### src/rtl/sptap_pkg.sv
package sptap_pkg;

    localparam int COEF_W    = 16;
    localparam int DEF_NCOEF = 32;
    localparam int DEF_DEC   = 12;

    typedef logic signed [COEF_W-1:0] coef_t;

    // Three-level selection produced by a folded tap pair
    typedef enum logic [1:0] {
        LVL_ZERO = 2'b00,
        LVL_POS  = 2'b01,
        LVL_NEG  = 2'b10
    } lvl_e;

    // Default weights, smallest at the outer pair, largest at the centre
    localparam coef_t DEF_COEFS [DEF_NCOEF] = '{
        16'sd58,   16'sd70,   16'sd86,   16'sd106,  16'sd130,  16'sd160,
        16'sd196,  16'sd240,  16'sd292,  16'sd354,  16'sd428,  16'sd514,
        16'sd614,  16'sd730,  16'sd864,  16'sd1018, 16'sd1194, 16'sd1394,
        16'sd1620, 16'sd1874, 16'sd2158, 16'sd2474, 16'sd2824, 16'sd3210,
        16'sd3634, 16'sd4098, 16'sd4604, 16'sd5154, 16'sd5750, 16'sd6394,
        16'sd7088, 16'sd13000
    };

    function automatic int line_len(input int ncoef, input int dec);
        return 2 * (ncoef - 1) * dec + 1;
    endfunction

    // Both +1 -> positive, both -1 -> negative, mixed -> cancels
    function automatic lvl_e fold_pair(input logic a, input logic b);
        if (a && b)        return LVL_POS;
        else if (!a && !b) return LVL_NEG;
        else               return LVL_ZERO;
    endfunction

    function automatic lvl_e centre_lvl(input logic a);
        return a ? LVL_POS : LVL_NEG;
    endfunction

    // Alternating bits with the phase flipped at the centre
    function automatic logic reset_bit(input int pos, input int centre);
        return logic'((pos % 2) == 1) ^ logic'(pos >= centre);
    endfunction

endpackage

### src/rtl/sptap_delay_line.sv
module sptap_delay_line
    import sptap_pkg::*;
#(
    parameter int LEN    = 745,
    parameter int CENTRE = 372
) (
    input  logic           clk,
    input  logic           rst,
    input  logic           bit_in,
    output logic [LEN-1:0] line_next
);

    logic [LEN-1:0] line_q;
    logic [LEN-1:0] rst_pat;

    for (genvar p = 0; p < LEN; p++) begin : g_rst_pat
        assign rst_pat[p] = reset_bit(p, CENTRE);
    end

    always_comb begin
        if (rst) line_next = rst_pat;
        else     line_next = {line_q[LEN-2:0], bit_in};
    end

    always_ff @(posedge clk) begin
        line_q <= line_next;
    end

    // new bit lands at the head, the tail moves by one place
    a_r1_shift: assert property (@(posedge clk) disable iff (rst)
        !rst |=> (line_q[0] == $past(bit_in)) &&
                 (line_q[LEN-1] == $past(line_q[LEN-2])));

endmodule

### src/rtl/sptap_fold.sv
module sptap_fold
    import sptap_pkg::*;
#(
    parameter int NCOEF = 32,
    parameter int DEC   = 12,
    parameter int LEN   = 745
) (
    input  logic [LEN-1:0] line,
    output lvl_e           sel [NCOEF]
);

    localparam int NPAIR = NCOEF - 1;
    localparam int CPOS  = NPAIR * DEC;

    for (genvar k = 0; k < NPAIR; k++) begin : g_pair
        localparam int NEAR = k * DEC;
        localparam int FAR  = LEN - 1 - k * DEC;
        assign sel[k] = fold_pair(line[NEAR], line[FAR]);
    end

    assign sel[NPAIR] = centre_lvl(line[CPOS]);

endmodule

### src/rtl/sptap_accum.sv
module sptap_accum
    import sptap_pkg::*;
#(
    parameter int    NCOEF         = 32,
    parameter int    OUT_W         = 22,
    parameter coef_t COEFS [NCOEF] = DEF_COEFS
) (
    input  logic                    clk,
    input  logic                    rst,
    input  lvl_e                    sel [NCOEF],
    output logic signed [OUT_W-1:0] sum_q
);

    localparam int EXT = OUT_W - COEF_W;

    logic signed [OUT_W-1:0] acc;
    logic signed [OUT_W-1:0] bound;
    logic [2*NCOEF-1:0]      sel_flat;

    for (genvar i = 0; i < NCOEF; i++) begin : g_flat
        assign sel_flat[2*i +: 2] = sel[i];
    end

    always_comb begin
        acc = '0;
        for (int i = 0; i < NCOEF; i++) begin
            case (sel[i])
                LVL_POS: acc = acc + {{EXT{COEFS[i][COEF_W-1]}}, COEFS[i]};
                LVL_NEG: acc = acc - {{EXT{COEFS[i][COEF_W-1]}}, COEFS[i]};
                default: acc = acc;
            endcase
        end
    end

    // Reset reaches the sum through the reset pattern of the line
    always_ff @(posedge clk) begin
        sum_q <= acc;
    end

    always_comb begin
        bound = '0;
        for (int i = 0; i < NCOEF; i++) begin
            if (COEFS[i] < 0) bound = bound - {{EXT{COEFS[i][COEF_W-1]}}, COEFS[i]};
            else              bound = bound + {{EXT{COEFS[i][COEF_W-1]}}, COEFS[i]};
        end
    end

    // magnitude never exceeds the sum of coefficient magnitudes
    a_r6_no_overflow: assert property (@(posedge clk) disable iff (rst)
        (sum_q <= bound) && (sum_q >= -bound));

    // with the tap selections unchanged the output cannot move
    a_r2_taps_only: assert property (@(posedge clk) disable iff (rst)
        (!rst && $stable(sel_flat)) |=> $stable(sum_q));

endmodule

### src/rtl/sptap_fill.sv
module sptap_fill
    import sptap_pkg::*;
#(
    parameter int LEN = 745
) (
    input  logic clk,
    input  logic rst,
    output logic valid_q
);

    localparam int CNT_W = $clog2(LEN + 1);
    localparam logic [CNT_W-1:0] LAST = CNT_W'(LEN - 1);

    logic [CNT_W-1:0] cnt_q;

    always_ff @(posedge clk) begin
        if (rst) begin
            cnt_q   <= '0;
            valid_q <= 1'b0;
        end else begin
            if (cnt_q != LAST) cnt_q <= cnt_q + 1'b1;
            if (cnt_q == LAST) valid_q <= 1'b1;
        end
    end

    // once set, valid holds until reset
    a_r7_valid_hold: assert property (@(posedge clk) disable iff (rst)
        valid_q |=> valid_q);

    // valid rises only on the edge taking the last fill bit
    a_r7_valid_rise: assert property (@(posedge clk) disable iff (rst)
        $rose(valid_q) |-> ($past(cnt_q) == LAST));

    // a reset always drops valid on the following edge
    a_r9_restart: assert property (@(posedge clk)
        rst |=> !valid_q);

endmodule

### src/rtl/sparse_fir_1b.sv
module sparse_fir_1b
    import sptap_pkg::*;
#(
    parameter int    NCOEF         = DEF_NCOEF,
    parameter int    DEC           = DEF_DEC,
    parameter coef_t COEFS [NCOEF] = DEF_COEFS,
    localparam int   LEN           = line_len(NCOEF, DEC),
    localparam int   CENTRE        = (NCOEF - 1) * DEC,
    localparam int   OUT_W         = COEF_W + $clog2(NCOEF) + 1
) (
    input  logic                    clk,
    input  logic                    rst,
    input  logic                    bit_in,
    output logic signed [OUT_W-1:0] sum_out,
    output logic                    sum_valid
);

    logic [LEN-1:0] line_next;
    lvl_e           sel [NCOEF];

    sptap_delay_line #(.LEN(LEN), .CENTRE(CENTRE)) u_line (
        .clk      (clk),
        .rst      (rst),
        .bit_in   (bit_in),
        .line_next(line_next)
    );

    sptap_fold #(.NCOEF(NCOEF), .DEC(DEC), .LEN(LEN)) u_fold (
        .line(line_next),
        .sel (sel)
    );

    sptap_accum #(.NCOEF(NCOEF), .OUT_W(OUT_W), .COEFS(COEFS)) u_accum (
        .clk  (clk),
        .rst  (rst),
        .sel  (sel),
        .sum_q(sum_out)
    );

    sptap_fill #(.LEN(LEN)) u_fill (
        .clk    (clk),
        .rst    (rst),
        .valid_q(sum_valid)
    );

    // reset state of the sum is the centre weight alone
    a_r8_reset_sum: assert property (@(posedge clk)
        rst |=> (sum_out == OUT_W'(COEFS[NCOEF-1])));

endmodule

### config.mk
export PLATFORM = sky130hd
export DESIGN_NAME = sparse_fir_1b
export DESIGN_NICKNAME = d
export VERILOG_FILES = /design/src/rtl/sptap_pkg.sv /design/src/rtl/sptap_delay_line.sv /design/src/rtl/sptap_fold.sv /design/src/rtl/sptap_accum.sv /design/src/rtl/sptap_fill.sv /design/src/rtl/sparse_fir_1b.sv
export SDC_FILE = /design/constraint.sdc
export NUM_CORES = 2
export LEC_CHECK = 0
export CAP_MARGIN = 5
export CORE_ASPECT_RATIO = 0.75
export CORE_UTILIZATION = 30
export CTS_CLUSTER_DIAMETER = 30
export DETAILED_ROUTE_END_ITERATION = 10
export PLACE_DENSITY_LB_ADDON = 0.1
export SYNTH_ARGS = -nofsm -noshare
export SYNTH_HDL_FRONTEND = slang
export SYNTH_SLANG_ARGS = --single-unit
### constraint.sdc
create_clock -name clk -period 89.6 [get_ports clk]
set_clock_uncertainty 0.1 [all_clocks]
set_input_delay 26.88 -clock clk [delete_from_list [all_inputs] [get_ports clk]]
set_output_delay 26.88 -clock clk [all_outputs]
set_load 0.05 [all_outputs]
==> flow_metrics.tcl <==
set metrics [dict create \
    worst_pin_slew_ns 1.267 \
    cts_max_path_buffers 3 \
    ant_nets 0 \
    tritoncts "yes" \
    hpwlAfterDp_um 124200 \
    status "finished clean" \
    grt_antenna_before_repair 5 \
    wl_um 160000 \
    clk_latency_ns 0.78 \
    core_area_um2 180400 \
    path_clk_slew_ns 0.05 \
    gp_congestion 0.8677 \
    cts.repair.resized 0 \
    ys_seq_area_frac 0.2851 \
    period_share 0.7466 \
    cp_num_buf_inv 12 \
    r2r_start "u_line.line_q[743]$_SDFF_PP0_" \
    finalSetupTns_ns 0 \
    viasPerCell 4.944 \
    fin_area_um2 62710 \
    relSlewSlack 0.1552 \
    dieWidth_um 494.1 \
    synth_area_leaders "dfxtp_1 29%, ha_1 13%, xnor2_1 5.2%" \
    crit_type "input pin to flip-flop" \
    drive_gt1_frac 0.1275 \
    hp-start "u_line.line_q[725]$_SDFF_PP0_" \
    nets 7192 \
    cp_data_required_time_ns 90.17 \
    drv_cap 0 \
    synth_area_um2 54490 \
    cp-start-kind "input pin" \
    yosys_register_bits 776 \
    cp_slowest_cell "a31oi_1" \
    ys_async_sr_fraction 0 \
    groute.usage.overall 0.1724 \
    io_pins 26 \
    ys_types 107 \
    wire_per_inst_um 17.59 \
    io_buffers 24 \
    htree_levels 4 \
    yosysTopAreaCell "dfxtp_1" \
    dpl.cell_count 8819 \
    hp-class "flip-flop to flip-flop" \
    critical_path.top_delay_family "compound AO/OA/AOI/OAI gates" \
    setup_violations 0 \
    crit_fanout 7 \
    slowest_delay_ns 0.63 \
    grt_pass1_vias 41659 \
    syn_area_per_cell_um2 8.315 \
    slew_violations 0 \
    grt_pass1_wl_um 248100 \
    fin_cells 9096 \
    post_cts_buffers 0 \
    drt-initial-drc-count 3340 \
    cts-root-buf "clkbuf_16" \
    ys.flop_type "dfxtp_1" \
    drc 0 \
    dieArea_um2 183300 \
    dr_total_vias 44973 \
    place_area_um2 57390 \
    period_needed_ns 66.89 \
    rsz0062_at_grt "no" \
    critPathLaunch "bit_in" \
    n_fill_cell 18727 \
    worst-endpoint-arrival_ns 67.46 \
    crit_path_frequent_cell "ha_1" \
    grt_start_max_net_pins 94 \
    dr.pass1.iters 6 \
    hold_viol_final 0 \
    ys_warn_count 0 \
    synth_fp_nets 7170 \
    die_h_um 371.1 \
    grt.overflow.total 0 \
    cts_sinks 776 \
    area_delta_synth_final_pct 15.09 \
    max_freq_ghz 0.01495 \
    end_kind "flip-flop" \
    numCtsBuffers 149 \
    num_rows 135 \
    hold_buffers 0 \
    synth.top_cell.area_share 0.2851 \
    synth_edf_count 0 \
    start_util 0.3020 \
    synthCells 6553 \
]
-- sequential cells by signal, indices dropped and copies added, names as in the netlist --
signal          count
u_accum.sum_q      21
u_line.line_q     744
u_fill.valid_q      1
u_fill.cnt_q       10
-- synthesized netlist by cell type (92+ instances only) --
master    instances
dfxtp_1         776
ha_1            583
nor2_1          531
a21oi_1         454
nor2b_1         428
nand2_1         421
or2_2           364
inv_1           330
xnor2_1         324
o21ai_0         302
a21o_1          237
clkbuf_1        196
xor2_1          144
nand2b_1        126
nor3_1          106
o21a_1          104
nand3_1          92
-- layout by cell type, fill, tap and decap left out, types with 74 or more instances in the layout --
| master | n |
|---|---|
| nand2b_1 | 126 |
| a21o_1 | 237 |
| dfxtp_1 | 776 |
| o21bai_1 | 74 |
| nor3_1 | 106 |
| inv_1 | 330 |
| nor2b_1 | 428 |
| o21ai_0 | 302 |
| or2_2 | 364 |
| clkbuf_16 | 150 |
| mux2_2 | 87 |
| nand2_1 | 421 |
| a21oi_1 | 454 |
| o21a_1 | 104 |
| nor2_1 | 531 |
| ha_1 | 583 |
| xor2_1 | 144 |
| nand3_1 | 92 |
| xnor2_1 | 324 |
-- worst paths after layout --
check / end / slack [ns] / cells past startpoint
setup / recovery: u_accum.sum_q[21]$_DFF_P_ / 22.71 / 194
hold / removal: u_line.line_q[726]$_SDFF_PP1_ / 0.28 / 1
hold reg to reg: u_line.line_q[726]$_SDFF_PP1_ / 0.28 / 1
setup reg to reg: u_accum.sum_q[21]$_DFF_P_ / 49.03 / 191
-- through the flow --
| step | utilization | setup slack (ns) | hold WS [ns] |
|---|---|---|---|
| after floorplan | - | 28.20 | 0.2895 |
| after global placement | 0.3181 | 23.13 | 0.2899 |
| after detailed placement | 0.3181 | 22.65 | 0.2923 |
| after CTS | 0.3475 | 23.28 | 0.2750 |
| after global routing | 0.3476 | 19.44 | 0.2828 |
| final | 0.3476 | 22.71 | 0.2787 |
-- metal layers --
| layer | vias up | GRT usage | part of all wire |
|---|---|---|---|
| met5 | - | 0 | 0 |
| met4 | 0 | 0.03768 | 0.014 |
| met3 | 137 | 0.03511 | 0.057 |
| met2 | 936 | 0.2099 | 0.34 |
| met1 | 20890 | 0.2895 | 0.59 |
| li1 | 23010 | - | - |
-- area by class of cell --
cell class	instances	area [µm²]	area share
Clock buffer	177	3995	0.06371
Clock inverter	95	1304	0.02079
Multi-Input combinational cell	5217	36840	0.5874
Antenna cell	3	7.507	0.0001197
Sequential cell	776	15530	0.2477
Inverter	337	1265	0.02017
Timing Repair Buffer	94	765.7	0.01221
Tap cell	2397	2999	0.04783
-- kinds of logic (layout without fill, tap and decap cells) --
family,Yosys count,in the layout,synth area share
DFF,776,776,0.2851
AOI/OAI and AO/OA,1689,1689,0.2031
buffers and inverters,560,703,0.03885
and+or+nand+nor,2298,2298,0.2180
other,1,4,0.00006883
xor gates and xnor gates,491,491,0.08474
adders and majority gates,614,614,0.1453
muxes,124,124,0.02489
Power is left out: the tool's default activity adds up to more than one toggle a clock period on the data nets, which glitch-free logic cannot reach.
